===== src/rtl/nvb_pkg.sv =====
package nvb_pkg;
    localparam logic [1:0] SEL_DATA   = 2'd0;
    localparam logic [1:0] SEL_ADDR   = 2'd1;
    localparam logic [1:0] SEL_CTRL   = 2'd2;
    localparam logic [1:0] SEL_UNLOCK = 2'd3;

    localparam int BIT_RDGO  = 0;
    localparam int BIT_WRGO  = 1;
    localparam int BIT_WEN   = 2;
    localparam int BIT_WERR  = 3;
    localparam int BIT_WDONE = 4;

    localparam logic [7:0] KEY_FIRST  = 8'h55;
    localparam logic [7:0] KEY_SECOND = 8'hAA;
    localparam logic [7:0] ERASED     = 8'hFF;

    typedef enum logic [1:0] {
        SQ_IDLE,
        SQ_READ,
        SQ_ERASE,
        SQ_PROGRAM
    } seq_state_e;

    typedef enum logic [1:0] {
        UL_NONE,
        UL_HALF,
        UL_ARMED
    } unlock_e;
endpackage


===== src/rtl/nvb_unlock.sv =====
module nvb_unlock
    import nvb_pkg::*;
(
    input  logic       clk,
    input  logic       rst_n,
    input  logic       warm_rst,
    input  logic       bus_wr,
    input  logic [1:0] bus_sel,
    input  logic [7:0] bus_wdata,
    output logic       armed
);
    unlock_e state_q, state_d;

    always_comb begin
        state_d = state_q;
        if (warm_rst) begin
            state_d = UL_NONE;
        end else if (bus_wr) begin
            unique case (state_q)
                UL_NONE, UL_ARMED: begin
                    if (bus_sel == SEL_UNLOCK && bus_wdata == KEY_FIRST)
                        state_d = UL_HALF;
                    else
                        state_d = UL_NONE;
                end
                UL_HALF: begin
                    if (bus_sel == SEL_UNLOCK && bus_wdata == KEY_SECOND)
                        state_d = UL_ARMED;
                    else if (bus_sel == SEL_UNLOCK && bus_wdata == KEY_FIRST)
                        state_d = UL_HALF;
                    else
                        state_d = UL_NONE;
                end
                default: state_d = UL_NONE;
            endcase
        end
    end

    always_ff @(posedge clk or negedge rst_n) begin
        if (!rst_n) state_q <= UL_NONE;
        else        state_q <= state_d;
    end

    always_comb begin
        armed = (state_q == UL_ARMED);
    end
endmodule


===== src/rtl/nvb_seq.sv =====
module nvb_seq
    import nvb_pkg::*;
#(
    parameter int WRITE_CYC = 64
) (
    input  logic clk,
    input  logic rst_n,
    input  logic warm_rst,
    input  logic rd_req,
    input  logic wr_req,
    output logic rd_active,
    output logic wr_active,
    output logic erase_we,
    output logic prog_we,
    output logic abort
);
    localparam int ERASE_CYC = (WRITE_CYC / 2 < 1) ? 1 : WRITE_CYC / 2;
    localparam int PROG_CYC  = (WRITE_CYC - ERASE_CYC < 1) ? 1 : WRITE_CYC - ERASE_CYC;
    localparam int CW        = $clog2(WRITE_CYC + 1);
    localparam logic [CW-1:0] ERASE_LAST = CW'(ERASE_CYC - 1);
    localparam logic [CW-1:0] PROG_LAST  = CW'(PROG_CYC - 1);

    seq_state_e state_q, state_d;
    logic [CW-1:0] cnt_q, cnt_d;

    always_comb begin
        state_d = state_q;
        unique case (state_q)
            SQ_IDLE: begin
                if (wr_req)      state_d = SQ_ERASE;
                else if (rd_req) state_d = SQ_READ;
            end
            SQ_READ:    state_d = SQ_IDLE;
            SQ_ERASE:   if (cnt_q == ERASE_LAST) state_d = SQ_PROGRAM;
            SQ_PROGRAM: if (cnt_q == PROG_LAST)  state_d = SQ_IDLE;
            default:    state_d = SQ_IDLE;
        endcase
        if (warm_rst) state_d = SQ_IDLE;
        cnt_d = (state_d != state_q) ? '0 : cnt_q + 1'b1;
    end

    always_ff @(posedge clk or negedge rst_n) begin
        if (!rst_n) begin
            state_q <= SQ_IDLE;
            cnt_q   <= '0;
        end else begin
            state_q <= state_d;
            cnt_q   <= cnt_d;
        end
    end

    always_comb begin
        rd_active = (state_q == SQ_READ);
        wr_active = (state_q == SQ_ERASE) || (state_q == SQ_PROGRAM);
        erase_we  = (state_q == SQ_ERASE)   && (cnt_q == ERASE_LAST) && !warm_rst;
        prog_we   = (state_q == SQ_PROGRAM) && (cnt_q == PROG_LAST)  && !warm_rst;
        abort     = wr_active && warm_rst;
    end
endmodule


===== src/rtl/nvb_store.sv =====
module nvb_store #(
    parameter int AW = 7
) (
    input  logic          clk,
    input  logic          rst_n,
    input  logic          we,
    input  logic [AW-1:0] addr,
    input  logic [7:0]    wdata,
    output logic [7:0]    rdata
);
    localparam int DEPTH = 1 << AW;

    logic [7:0] cells [DEPTH];

    always_ff @(posedge clk or negedge rst_n) begin
        if (!rst_n) begin
            for (int i = 0; i < DEPTH; i++) cells[i] <= 8'hFF;
        end else if (we) begin
            cells[addr] <= wdata;
        end
    end

    always_comb begin
        rdata = cells[addr];
    end
endmodule


===== src/rtl/nvb_ctrl.sv =====
module nvb_ctrl
    import nvb_pkg::*;
#(
    parameter int WRITE_CYC = 64,
    parameter int ADDR_BITS = 7
) (
    input  logic       clk,
    input  logic       rst_n,
    input  logic       warm_rst,
    input  logic [1:0] reg_sel,
    input  logic       reg_wr,
    input  logic [7:0] reg_wdata,
    output logic [7:0] reg_rdata,
    output logic       irq
);
    logic [7:0] data_q, addr_q;
    logic       wren_q, wrerr_q, done_q;
    logic       armed, rd_active, wr_active, erase_we, prog_we, abort;
    logic       in_range, bus_ok, ctl_wr, rd_req, wr_req, store_we;
    logic [7:0] store_rdata, store_wdata;

    generate
        if (ADDR_BITS < 8) begin : g_decode
            assign in_range = ~|addr_q[7:ADDR_BITS];
        end else begin : g_full
            assign in_range = 1'b1;
        end
    endgenerate

    always_comb begin
        bus_ok = reg_wr && !warm_rst;
        ctl_wr = bus_ok && (reg_sel == SEL_CTRL);
        rd_req = ctl_wr && reg_wdata[BIT_RDGO];
        wr_req = ctl_wr && reg_wdata[BIT_WRGO] && wren_q && armed;
    end

    nvb_unlock u_unlock (
        .clk       (clk),
        .rst_n     (rst_n),
        .warm_rst  (warm_rst),
        .bus_wr    (reg_wr),
        .bus_sel   (reg_sel),
        .bus_wdata (reg_wdata),
        .armed     (armed)
    );

    nvb_seq #(.WRITE_CYC(WRITE_CYC)) u_seq (
        .clk       (clk),
        .rst_n     (rst_n),
        .warm_rst  (warm_rst),
        .rd_req    (rd_req),
        .wr_req    (wr_req),
        .rd_active (rd_active),
        .wr_active (wr_active),
        .erase_we  (erase_we),
        .prog_we   (prog_we),
        .abort     (abort)
    );

    always_comb begin
        store_we    = (erase_we || prog_we) && in_range;
        store_wdata = erase_we ? ERASED : data_q;
    end

    nvb_store #(.AW(ADDR_BITS)) u_store (
        .clk   (clk),
        .rst_n (rst_n),
        .we    (store_we),
        .addr  (addr_q[ADDR_BITS-1:0]),
        .wdata (store_wdata),
        .rdata (store_rdata)
    );

    always_ff @(posedge clk or negedge rst_n) begin
        if (!rst_n) begin
            data_q <= '0;
            addr_q <= '0;
        end else begin
            if (rd_active && !warm_rst)
                data_q <= in_range ? store_rdata : 8'h00;
            else if (bus_ok && reg_sel == SEL_DATA && !wr_active)
                data_q <= reg_wdata;
            if (bus_ok && reg_sel == SEL_ADDR && !wr_active)
                addr_q <= reg_wdata;
        end
    end

    always_ff @(posedge clk or negedge rst_n) begin
        if (!rst_n) begin
            wren_q  <= 1'b0;
            wrerr_q <= 1'b0;
            done_q  <= 1'b0;
        end else begin
            if (warm_rst)    wren_q <= 1'b0;
            else if (ctl_wr) wren_q <= reg_wdata[BIT_WEN];

            if (abort)       wrerr_q <= 1'b1;
            else if (ctl_wr) wrerr_q <= wrerr_q && reg_wdata[BIT_WERR];

            if (prog_we)     done_q <= 1'b1;
            else if (ctl_wr) done_q <= done_q && reg_wdata[BIT_WDONE];
        end
    end

    always_comb begin
        reg_rdata = 8'h00;
        unique case (reg_sel)
            SEL_DATA: reg_rdata = data_q;
            SEL_ADDR: reg_rdata = addr_q;
            SEL_CTRL: reg_rdata = {3'b000, done_q, wrerr_q, wren_q, wr_active, rd_active};
            SEL_UNLOCK: reg_rdata = 8'h00;
            default: reg_rdata = 8'h00;
        endcase
        irq = done_q;
    end
endmodule


===== config.mk =====
export PLATFORM = sky130hd
export DESIGN_NAME = nvb_ctrl
export DESIGN_NICKNAME = d
export VERILOG_FILES = /design/src/rtl/nvb_pkg.sv /design/src/rtl/nvb_unlock.sv /design/src/rtl/nvb_seq.sv /design/src/rtl/nvb_store.sv /design/src/rtl/nvb_ctrl.sv
export SDC_FILE = /design/constraint.sdc
export NUM_CORES = 2
export LEC_CHECK = 0
export BUFFER_PORTS_ARGS = -buffer_cell sky130_fd_sc_hd__buf_2
export CAP_MARGIN = 10
export CORE_AREA = 2 2 293 266
export CTS_CLUSTER_SIZE = 28
export DETAILED_ROUTE_END_ITERATION = 6
export DIE_AREA = 0 0 295 268
export GPL_TIMING_DRIVEN = 0
export PLACE_DENSITY = 0.78
export SLEW_MARGIN = 20
export SYNTH_ARGS = -nofsm -noshare
export SYNTH_HDL_FRONTEND = slang
export SYNTH_SLANG_ARGS = --single-unit

===== constraint.sdc =====
create_clock -name clk -period 3.6 [get_ports clk]
set_input_delay 0.18 -clock clk [delete_from_list [all_inputs] [get_ports clk]]
set_output_delay 0.18 -clock clk [all_outputs]
set_load 0.005 [all_outputs]

==> key figures <==
Cells and area
  • Commonest non-fill, non-tap cell in the layout: nand2_1
  • Share of cells above drive strength 1: 30.3%
  • Final cell count without fillers: 6,194
  • Total Nets Final: 5,088
  • Commonest non-fill, non-tap cells in the layout: 1,183 x nand2_1, 1,024 x dfstp_2, 1,023 x o21ai_0
  • Synth-to-layout area growth: 12.2%
  • Fill count: 5,630
  • Final core utilization: 72.5%

Clock network
  • Clock buffer depth: 3
  • Clock tree from TritonCTS: built
  • H-Tree Depth: 3
  • Clock transition at path regs: 70 ps
  • CTS Sinks: 1,054
  • Num CTS Buffers: 105
  • CTS Root Cell: clkbuf_16
  • Clk_lat worst skew: 710 ps

STA
  • Hold Fails Final Rpt: 0
  • Fin Hold WS: 57.9 ps
  • Final setup margin: -213 ps
  • Final Max Tran Viols: 0
  • Clock Skew: 29.5 ps
  • RSZ-0062 raised after global routing: yes
  • FMAX: 262 MHz
  • Setup violators final: 15
  • Period utilisation layout: 106%
  • Min cycle time layout: 3810 ps
  • Worst slew pin tran: 1260 ps
  • Headroom to the max-slew limit: 15.8%

Placement
  • Final Wtd Congestion: 1.05
  • Placed insts: 5,976
  • Post-DP HPWL: 129,000 µm
  • Port buffer count: 21

Worst setup path
  • Crit path top cell by count: buf_4
  • Reg2reg setup slack: -210 ps
  • Critical Path Sink Type: flip-flop
  • CP Max Fanout: 10
  • R2r endpoint: data_q[1]
  • R2R depth: 9
  • Critical-path top delay cell: a2111oi_2
  • WP data arrival: 4380 ps
  • Setup CP Type: flip-flop to flip-flop
  • Startpoint Class: flip-flop
  • Critical Path, Cell by Cell: buf_6 > buf_4 > buf_4 > mux2i_1 > o22ai_1 > o31ai_1 > a41oi_2 > a2111oi_2 > o221ai_1
  • Max stage delay on crit path: 620 ps
  • Launching point of the worst reg2reg path: addr_q[2]
  • Worst Path Required: 4170 ps

Drt
  • DR vias/cell: 6.77
  • Violation count after the first detailed-route iteration: 5,613
  • TritonRoute pass-1 iters: 7
  • Routed WL: 183,000 µm
  • Vias: 41,900
  • WL/cell: 29.5 µm
  • Routed Antenna Nets: 0
  • DRC: 1

Die
  • Die area: 79,100 µm²
  • Die Span Y: 268 µm
  • DIE WIDTH: 295 µm
  • Core area: 75,800 µm²
  • # IOs: 23
  • Initial Util: 64.6%
  • FP Rows: 96

Global routing
  • Vias in the first global route: 39,700
  • Largest net degree at the start of global routing: 146
  • GRT overflow: 0
  • First-pass GRT wire length: 265,000 µm
  • GRT Resource Usage Total: 46.5%
  • Initial antenna violation count: 8

Logic synthesis
  • Syn Area/Cell: 9.96 µm²
  • Post-synth EDFFs: 0
  • Post-Synthesis Cells: 4,916
  • Yosys top cell by area: dfstp_2
  • Ys flop type: dfstp_2
  • Synth Register Bits: 1,054
  • Synthesized Nets: 4,931
  • Synth Cell Area: 49,000 µm²
  • Sequential cell area fraction in the yosys report: 56.5%
  • Synth area leaders: dfstp_2 55%, o21ai_0 10%, nand2_1 9.1%
  • Ys async rst share: 100%
  • Synth top area share: 55.0%
  • Synthesis warning total: 0
  • Library cells used by synthesis: 53

Power and ir drop
  • Clk pwr share: 37.6%
  • Internal power: 19,700 µW
  • P per Cell Area: 556 nW/µm²
  • Reg power frac: 39.6%
  • Leakage: 0.0193 µW
  • Maximum vdd drop: 0.509 mV
  • Sw Pwr: 10,800 µW
  • Logic pwr share: 22.9%
  • Sw Share: 35.5%

Hold path
  • Worst Hold Class: input pin to flip-flop
  • Hold depth: 4
  • Worst Hold Launch: reg_sel[0]
  • Hold-critical path endpoint: u_unlock.state_q[1]

Status
  • Violated checks: DRC, setup timing
  • Status: finished, violations left

Flow run
  • Max-Cap Viols: 0
[power by group through the flow]
stage | Combinational [µW] | Clock [µW] | Sequential (µW)
floorplan | 2940 | 0 | 12200
global placement | 6290 | 0 | 12200
detailed placement | 6370 | 0 | 12200
CTS | 6460 | 11400 | 12100
global route | 6870 | 11900 | 12100
finish | 6980 | 11500 | 12100
[cell usage after synthesis, types with 93 or more instances]
cell,n
o31ai_1,96
nor2b_1,125
dfstp_2,1024
nor4b_1,120
buf_2,93
a31o_2,96
a32o_1,96
nand2_1,1183
o21ai_0,1023
mux2i_1,266
clkbuf_1,333
o22ai_1,96
[sequential cells by signal (all words and copies together), names as in the netlist]
| signal | count |
|---|---|
| addr_q | 8 |
| data_q | 8 |
| irq | 1 |
| u_seq.cnt_q | 7 |
| u_seq.state_q | 2 |
| u_store.cells | 1024 |
| u_unlock.state_q | 2 |
| wren_q | 1 |
| wrerr_q | 1 |
[layer usage]
layer | global-route usage [%] | up-vias | wire length [µm]
met5 | 0.671 | - | 86
met4 | 28.4 | 8 | 12600
met3 | 17.7 | 621 | 25400
met2 | 65.1 | 2775 | 75900
met1 | 61.2 | 20700 | 68500
li1 | - | 17800 | -
[timing repair]
item / 4_1_cts / 5_1_grt
hold buffers: 13 / 0
setup buffers: 3 / 6
hold endpoints to repair: 111 / 0
gates resized for setup: 79 / 66
pin swaps: 2 / 4
setup endpoints to repair: 200 / 316
[cells by family after synthesis]
logic type               after synthesis  synth area share, %
AO/OA/AOI/OAI                       1602                 20.0
XOR/XNOR                               5               0.0895
adder cells (fa/ha/maj)                1               0.0256
buffers and inverters                464                 4.06
flip-flops                          1054                 56.5
multiplexers                         274                 5.62
AND/OR/NAND/NOR                     1516                 13.8
[worst max-delay path, delay by kind of cell, from the launching register on]
family / cells / cell delay [ps]
buf+inv: 3 / 930
compound gates: 5 / 1930
mux: 1 / 250
flops: 1 / 520
[worst max path at each step]
| stage | start | endpoint | slack (ps) | cells after the start |
|---|---|---|---|---|
| after global placement | rst_n | data_q[4] | -19420 | 1 |
| after detailed placement | addr_q[2] | data_q[3] | -710 | 9 |
| after global routing | addr_q[2] | data_q[1] | -170 | 9 |
| after CTS | addr_q[2] | data_q[3] | -40 | 9 |
| final | addr_q[2] | data_q[1] | -210 | 9 |
| after floorplan | addr_q[2] | data_q[0] | 1340 | 10 |
[area by class of cell]
type	instances	area [µm²]	share of cell area, %
inverters	5	18.8	0.0342
repair buffers	53	589	1.07
diodes	7	17.5	0.0319
clock buffers	142	2960	5.39
multi-input cells	3398	19800	36.0
clock inverters	50	592	1.08
well taps	1029	1290	2.34
flip-flops and latches	1054	27700	50.4
plain buffers	456	2050	3.74
[through the flow]
stage          total power (µW)  worst slack, ps  TNS [ps]  cell area [µm²]
3_5_place_dp              18600             -712    -27900            50600
4_1_cts                   30000            -35.2     -81.0            54600
6_report                  30500             -213      -811            54900
2_1_floorplan             15100             1340         0            49000
5_1_grt                   30900             -165      -201            54900
3_3_place_gp              18500           -19420         -            50400
Power figures use the tool's default switching activity.
